File: src/rtl/ls7_pkg.sv
package ls7_pkg;
  localparam int unsigned DEF_LANES    = 4;
  localparam int unsigned DEF_SLOTS    = 7;
  localparam int unsigned DEF_CAP_SLOT = 3;
  localparam int unsigned DEF_CLK_HIGH = 4;
  localparam int unsigned DEF_LOCK     = 16;

  typedef struct packed {
    logic take;   // capture slot
    logic tick;   // last slot, frame boundary on closing edge
    logic clk_hi; // forwarded clock level for this slot
  } slot_ev_t;
endpackage

File: src/rtl/ls7_slot_timer.sv
module ls7_slot_timer
  import ls7_pkg::*;
#(
  parameter int unsigned SLOTS    = DEF_SLOTS,
  parameter int unsigned CAP_SLOT = DEF_CAP_SLOT,
  parameter int unsigned CLK_HIGH = DEF_CLK_HIGH
) (
  input  logic     clk_i,
  input  logic     rst_ni,
  output slot_ev_t ev_o
);
  localparam int unsigned SW = (SLOTS > 1) ? $clog2(SLOTS) : 1;
  localparam logic [SW-1:0] LAST = SW'(SLOTS - 1);
  localparam logic [SW-1:0] CAP  = SW'(CAP_SLOT);
  localparam logic [SW-1:0] HIGH = SW'(CLK_HIGH);

  logic [SW-1:0] slot_q;

  always_ff @(posedge clk_i or negedge rst_ni) begin
    if (!rst_ni)            slot_q <= '0;
    else if (slot_q == LAST) slot_q <= '0;
    else                    slot_q <= slot_q + 1'b1;
  end

  always_comb begin
    ev_o.take   = (slot_q == CAP);
    ev_o.tick   = (slot_q == LAST);
    ev_o.clk_hi = (slot_q < HIGH);
  end
endmodule

File: src/rtl/ls7_lane_shifter.sv
module ls7_lane_shifter
  import ls7_pkg::*;
#(
  parameter int unsigned SLOTS = DEF_SLOTS
) (
  input  logic             clk_i,
  input  logic             rst_ni,
  input  logic             take_i,
  input  logic             tick_i,
  input  logic [SLOTS-1:0] bits_i,
  output logic             bit_o
);
  logic [SLOTS-1:0] hold_q;
  logic [SLOTS-1:0] shift_q;

  always_ff @(posedge clk_i or negedge rst_ni) begin
    if (!rst_ni)     hold_q <= '0;
    else if (take_i) hold_q <= bits_i;
  end

  // reload at frame boundary, lowest bit leaves first
  always_ff @(posedge clk_i or negedge rst_ni) begin
    if (!rst_ni)     shift_q <= '0;
    else if (tick_i) shift_q <= hold_q;
    else             shift_q <= shift_q >> 1;
  end

  assign bit_o = shift_q[0];
endmodule

File: src/rtl/ls7_enable_ctrl.sv
module ls7_enable_ctrl
  import ls7_pkg::*;
#(
  parameter int unsigned LOCK_CYCLES = DEF_LOCK
) (
  input  logic clk_i,
  input  logic rst_ni,
  input  logic pll_lock_i,
  input  logic pdn_ni,
  input  logic tick_i,
  output logic oe_o
);
  localparam int unsigned CW = $clog2(LOCK_CYCLES + 1);
  localparam logic [CW-1:0] LAST_CNT = CW'(LOCK_CYCLES - 1);

  logic          ok;
  logic [CW-1:0] cnt_q;
  logic          oe_q;

  assign ok = pdn_ni & pll_lock_i;

  always_ff @(posedge clk_i or negedge rst_ni) begin
    if (!rst_ni) begin
      cnt_q <= '0;
      oe_q  <= 1'b0;
    end else if (!ok) begin
      cnt_q <= '0;
      oe_q  <= 1'b0;
    end else if (tick_i && !oe_q) begin
      cnt_q <= cnt_q + 1'b1;
      oe_q  <= (cnt_q == LAST_CNT);
    end
  end

  // drop without waiting for an edge
  assign oe_o = oe_q & ok;
endmodule

File: src/rtl/ls7_serializer.sv
module ls7_serializer
  import ls7_pkg::*;
#(
  parameter int unsigned LANES       = DEF_LANES,
  parameter int unsigned SLOTS       = DEF_SLOTS,
  parameter int unsigned CAP_SLOT    = DEF_CAP_SLOT,
  parameter int unsigned CLK_HIGH    = DEF_CLK_HIGH,
  parameter int unsigned LOCK_CYCLES = DEF_LOCK,
  localparam int unsigned W          = LANES * SLOTS
) (
  input  logic             clk_i,
  input  logic             rst_ni,
  input  logic             pll_lock_i,
  input  logic             pdn_ni,
  input  logic [W-1:0]     word_i,
  output logic             word_take_o,
  output logic [LANES-1:0] lane_o,
  output logic             clk_lane_o,
  output logic             oe_o
);
  slot_ev_t         ev;
  logic [LANES-1:0] raw_bits;
  logic             oe;

  ls7_slot_timer #(
    .SLOTS   (SLOTS),
    .CAP_SLOT(CAP_SLOT),
    .CLK_HIGH(CLK_HIGH)
  ) u_timer (
    .clk_i (clk_i),
    .rst_ni(rst_ni),
    .ev_o  (ev)
  );

  for (genvar k = 0; k < LANES; k++) begin : g_lane
    ls7_lane_shifter #(.SLOTS(SLOTS)) u_shift (
      .clk_i (clk_i),
      .rst_ni(rst_ni),
      .take_i(ev.take),
      .tick_i(ev.tick),
      .bits_i(word_i[k*SLOTS +: SLOTS]),
      .bit_o (raw_bits[k])
    );
  end

  ls7_enable_ctrl #(.LOCK_CYCLES(LOCK_CYCLES)) u_en (
    .clk_i     (clk_i),
    .rst_ni    (rst_ni),
    .pll_lock_i(pll_lock_i),
    .pdn_ni    (pdn_ni),
    .tick_i    (ev.tick),
    .oe_o      (oe)
  );

  assign word_take_o = ev.take;
  assign oe_o        = oe;
  assign lane_o      = raw_bits & {LANES{oe}};
  assign clk_lane_o  = ev.clk_hi & oe;
endmodule

File: config.mk
export PLATFORM = sky130hd
export DESIGN_NAME = ls7_serializer
export DESIGN_NICKNAME = d
export VERILOG_FILES = /design/src/rtl/ls7_pkg.sv /design/src/rtl/ls7_slot_timer.sv /design/src/rtl/ls7_lane_shifter.sv /design/src/rtl/ls7_enable_ctrl.sv /design/src/rtl/ls7_serializer.sv
export SDC_FILE = /design/constraint.sdc
export NUM_CORES = 1
export LEC_CHECK = 0
export BUFFER_PORTS_ARGS = -buffer_cell sky130_fd_sc_hd__buf_2
export CORE_ASPECT_RATIO = 1.75
export CORE_MARGIN = 1
export CORE_UTILIZATION = 50
export CTS_CLUSTER_SIZE = 12
export DETAILED_ROUTE_END_ITERATION = 10
export GPL_TIMING_DRIVEN = 0
export PLACE_DENSITY = 0.85
export SYNTH_ARGS = -nofsm -noshare
export SYNTH_HDL_FRONTEND = slang
export SYNTH_SLANG_ARGS = --single-unit
File: constraint.sdc
create_clock -name clk_i -period 1.5 [get_ports clk_i]
set_input_delay 0.375 -clock clk_i [delete_from_list [all_inputs] [get_ports clk_i]]
set_output_delay 0.375 -clock clk_i [all_outputs]
set_load 0.03 [all_outputs]
# --- Word level (Yosys, flattened, before mapping) ---
# Cells that the tools add are included.
# W data, S select, Z words.
classes:
  n_addsub: 2
  magnitude_cmp: 1
  muxes: 9
  n_eq_ne: 4
  multipliers: 0
  shifts: 0
  div: 0
  bitwise: 4
  n_reduce_logical: 2
ops:
  columns: ["cell", "n"]
  rows:
  - ["$mux W7", 4]
  - ["$mux W5", 2]
  - ["$add A5 B1 Y5 const B", 1]
  - ["$eq A5 B4 Y1 const B", 1]
  - ["$and A4 B4 Y4", 1]
  - ["$add A3 B1 Y3 const B", 1]
  - ["$and A1 B1 Y1", 3]
  - ["$eq A3 B2 Y1 const B", 1]
  - ["$eq A3 B3 Y1 const B", 1]
  - ["$lt A3 B3 Y1 const B", 1]
  - ["$mux W3", 1]
  - ["$mux W1", 2]
  - ["$ne A2 B2 Y1 const B", 1]
  - ["$logic_and A1 B1 Y1", 1]
  - ["$logic_not A1 Y1", 1]
totals:
  wordCells: 33
  output_inout_bits: 7
  ram_bits: 0
  regBits: 65
  memories: 0
  latchBits: 0
  rom_bits: 0
  inputBits: 32

# --- Depth between registers and ports, before layout ---
depth:
  word_depth: 4
  depth_mapped: 5
  ltp_nobuf: 5

# --- Modules after synthesis ---
# A second synthesis with hierarchy kept.
hier_totals:
  hier_cells: 165
  area_unflattened_um2: 2762.6
by_module_without_submodules:
  columns: ["module", "area_each_um2", "seq_area_each_um2", "cells_each", "n_inst"]
  rows:
  - ["ls7_lane_shifter", 574.3, 350.3, 30, 4]
  - ["ls7_enable_ctrl", 299.0, 150.1, 29, 1]
  - ["ls7_slot_timer", 135.1, 75.1, 11, 1]
  - ["ls7_serializer", 31.3, 0.0, 5, 1]

# --- Worst setup path before layout ---
# OpenSTA, ideal clock, no wires.
synth_timing:
  path_type: "reg-to-reg"
  from: "register u_timer.slot_q[1]"
  to: "register g_lane[0].u_shift.hold_q[0]"
  period_less_slack_ns: 1.858
  setup_time_ns: 0.125
  t_arrival_ns: 1.734
  path_stages_with_launch: 6
  required_ns: 1.375
  n_path_buf: 2
  setup_slack_ns: -0.358
  cell_sequence: "dfrtp_1 -> and2_1 -> ha_1 -> buf_2 -> buf_2 -> mux2_2"
synth_via:
  elab_chain_cells: 1
synth_lines:
  columns: ["element", "line", "text"]
  rows:
  - ["start, declared", "ls7_slot_timer.sv:17", "logic [SW-1:0] slot_q;"]
  - ["start signal, assigned", "ls7_slot_timer.sv:22", "else slot_q <= slot_q + 1'b1;"]
  - ["$eq A3 B2 Y1", "ls7_slot_timer.sv:26", "ev_o.take = (slot_q == CAP);"]
  - ["net word_take_o", "ls7_serializer.sv:16", "output logic word_take_o,"]
  - ["end signal, assigned", "ls7_lane_shifter.sv:18", "else if (take_i) hold_q <= bits_i;"]
  - ["end, declared", "ls7_lane_shifter.sv:13", "logic [SLOTS-1:0] hold_q;"]
# The timed path passes the listed nets, and every way through them passes these cells.
# A chain may end at the register's enable or synchronous reset.

# --- Worst setup path in the final report ---
layout_timing:
  from: "register u_timer.slot_q[0]"
  to: "output word_take_o"
layout_via:
  elab_chain_cells: 1
layout_lines:
  columns: ["element", "line"]
  rows:
  - ["$eq A3 B2 Y1", "ls7_slot_timer.sv:26"]
  - ["end, declared", "ls7_serializer.sv:16"]
# No other way between the ends.

==> reports/qor.csv <==
metric;value;unit
status;finished, violations left;
violations;negative setup slack;
synth_seq_cells;65;
path_depth;3;
synth-edff-count;0;
regToRegEndpoint;g_lane[3].u_shift.hold_q[3];
clockBufferDepth;2;
drtPass1Iterations;4;
cp_slowest_cell;dfrtp_2;
startpoint;u_timer.slot_q[0];
yosysSeqAreaShare;64.4;%
endpoint;word_take_o;
r2r_start;u_timer.slot_q[2];
grt_pass1_vias;1685;
netlist_area;0.00253;mm2
period_needed;1590;ps
gp_congestion;0.780;
finalCritPeriodShare;106;%
crit_chain;and2_4 -> ha_4 -> buf_6;
synth_area_leaders;dfrtp_1, mux2_2, nand2_1;
hold_viol;0;
tightestPinTransition;783;ps
crit_family;flip-flops;
critPathCaptureType;output pin;
antenna_found_initial;0;
hold_slack;111;ps
fin_skew;6.83;ps
crit_fanout;2;
synth.largest_area_cell;dfrtp_1;
yosys_warnings;0;
cp.arrival;1210;ps
crit_type;flop to output pin;
grt_max_degree;66;
num_rows;33;
r2r_cells;5;
initial_core_util;52.8;%
synth.most_common_cell;nand2_1;
max_slew_margin;47.8;%
cts_root_buf;clkbuf_8;
async_flop_share;100;%
die-area;0.00535;mm2
fin_util;65.9;%
numCtsBuffers;9;
setup_viol;6;
ir_drop;1.18;mV
synthFlopType;dfrtp_1;
finalNetCount;303;
grt_usage;19.3;%
cts_tree;yes;
drcViolationCount;0;
hold_path.class;input pin to asynchronous set/reset pin;
crit_buf_inv;1;
crit_path_max_incr_delay;410;ps
antenna_left;0;
fmax;629;MHz
area_growth;24.8;%
netlist_instances;215;
htreeDepth;3;
finalMaxSlewViolations;0;
viasPerCell;5.10;
die_w;55.7;um
synth_common_cells;nand2_1, dfrtp_1, mux2_2;
cts_hold_buf;0;
num_io_pins;39;
clk_latency;340;ps
synth_area_per_cell;11.8;um2
wl;4.40;mm
wl_per_cell;13.5;um
crit_required;1120;ps
syn_nets;250;
r2r_setup_slack;20;ps
cellPowerDensity;1160;mW/mm2
drtIter0Drc;62;
dp_hpwl;2.92;mm
grt_pass1_wl;7.50;mm
num_vias;1657;
portBuffers;38;
synth_cell_types;22;
setup.worst_path.start_class;flop;
p_leak;1.55;nW
core;0.00479;mm2
globalRouteOverflowTotal;0;
cts.clk_slew.worst_paths;60;ps
clock-sinks;65;
diodes;0;
drive_gt1_share;37.7;%
rsz0062_at_grt;true;
setup_ws;-88.7;ps
synth.top_cell.area_share;64.4;%
fp.dieH;96.1;um
maxCapViolations;0;
fillers;353;
==> timing repair <==
item | CTS | global route
resized for setup | 25 | 7
pin swaps | 6 | 2
cloned | 0 | 0
setup endpoints to repair | 27 | 47
setup buffers | 3 | 1
==> metrics by stage <==
step / instance area [um2] / total power, mW / setup WS, ps / std cells / setup TNS (ps)
detailed placement: 2820 / 2.04 / -148 / 305 / -11000
finish: 3150 / 3.65 / -88.7 / 325 / -316
global route: 3150 / 3.78 / -114 / 325 / -848
CTS: 3130 / 3.68 / -79.9 / 324 / -443
floorplan: 2560 / 1.95 / -19.5 / 215 / -391
global placement: 2820 / 2.03 / -121 / 305 / -8520
==> worst min path at each step <==
stage / from / to / slack [ps]
6_report: rst_ni / g_lane[2].u_shift.hold_q[3] / 110
5_1_grt: rst_ni / g_lane[2].u_shift.hold_q[3] / 170
4_1_cts: word_i[1] / g_lane[0].u_shift.hold_q[1] / 250
3_5_place_dp: g_lane[1].u_shift.shift_q[4] / g_lane[1].u_shift.shift_q[3] / 430
3_3_place_gp: g_lane[0].u_shift.shift_q[2] / g_lane[0].u_shift.shift_q[1] / 420
2_1_floorplan: rst_ni / g_lane[0].u_shift.hold_q[0] / 80
==> layout make-up <==
cell class	instances	area, um2	share of cell area, %
inverters	2	7.51	0.238
repair buffers	42	260	8.25
clock buffers	14	163	5.16
flip-flops and latches	65	1630	51.7
well taps	52	65.1	2.06
plain buffers	8	76.3	2.42
multi-input cells	140	892	28.3
clock inverters	2	60.1	1.90
==> cell families (layout without fill, tap and decap cells) <==
family | Yosys count | count (layout) | share of synthesized area [%]
multiplexers | 29 | 29 | 12.9
flip-flops | 65 | 65 | 64.4
AND/OR/NAND/NOR | 98 | 98 | 17.2
buffers and inverters | 10 | 68 | 1.63
adder cells (fa/ha/maj) | 3 | 3 | 1.49
AO/OA/AOI/OAI | 9 | 9 | 2.13
XOR/XNOR | 1 | 1 | 0.347
==> routing by layer <==
layer  GRT usage [%]  wire length, um  part of all wire [%]
met4            11.7              112                   2.5
met5               0                0                     0
met2            32.4             2270                    52
met3            6.99              184                   4.2
met1            20.7             1830                    42
==> sequential cells by signal, indices dropped and copies added, names as in the netlist <==
register	count
g_lane.u_shift.hold_q	28
u_en.cnt_q	5
u_en.oe_q	1
u_timer.slot_q	3
g_lane.u_shift.shift_q	28
==> power breakdown <==
part | internal [mW] | total, mW | switching (mW)
clock | 1.03 | 1.65 | 0.621
sequential | 1.83 | 1.86 | 0.0314
combinational | 0.0710 | 0.142 | 0.0712
total | 2.93 | 3.65 | 0.724
==> placed cells by master, fill, tap and decap left out <==
master / count
a211oi_1: 1
a21oi_1: 5
a31o_2: 1
and2_1: 4
and2_4: 6
and3_1: 1
and3_4: 1
and3b_1: 1
and4bb_2: 1
buf_12: 2
buf_2: 31
buf_4: 5
buf_6: 6
buf_8: 1
bufinv_16: 2
clkbuf_1: 6
clkbuf_2: 2
clkbuf_8: 11
dfrtp_1: 62
dfrtp_2: 3
ha_1: 2
ha_4: 1
inv_1: 1
inv_2: 1
mux2_2: 28
mux2i_1: 1
nand2_1: 75
nand3_1: 2
nand3b_4: 1
nor2_1: 5
o21ai_0: 1
o31ai_1: 1
or4_1: 1
xnor2_1: 1
No activity file was read; power rests on OpenSTA's default activity.
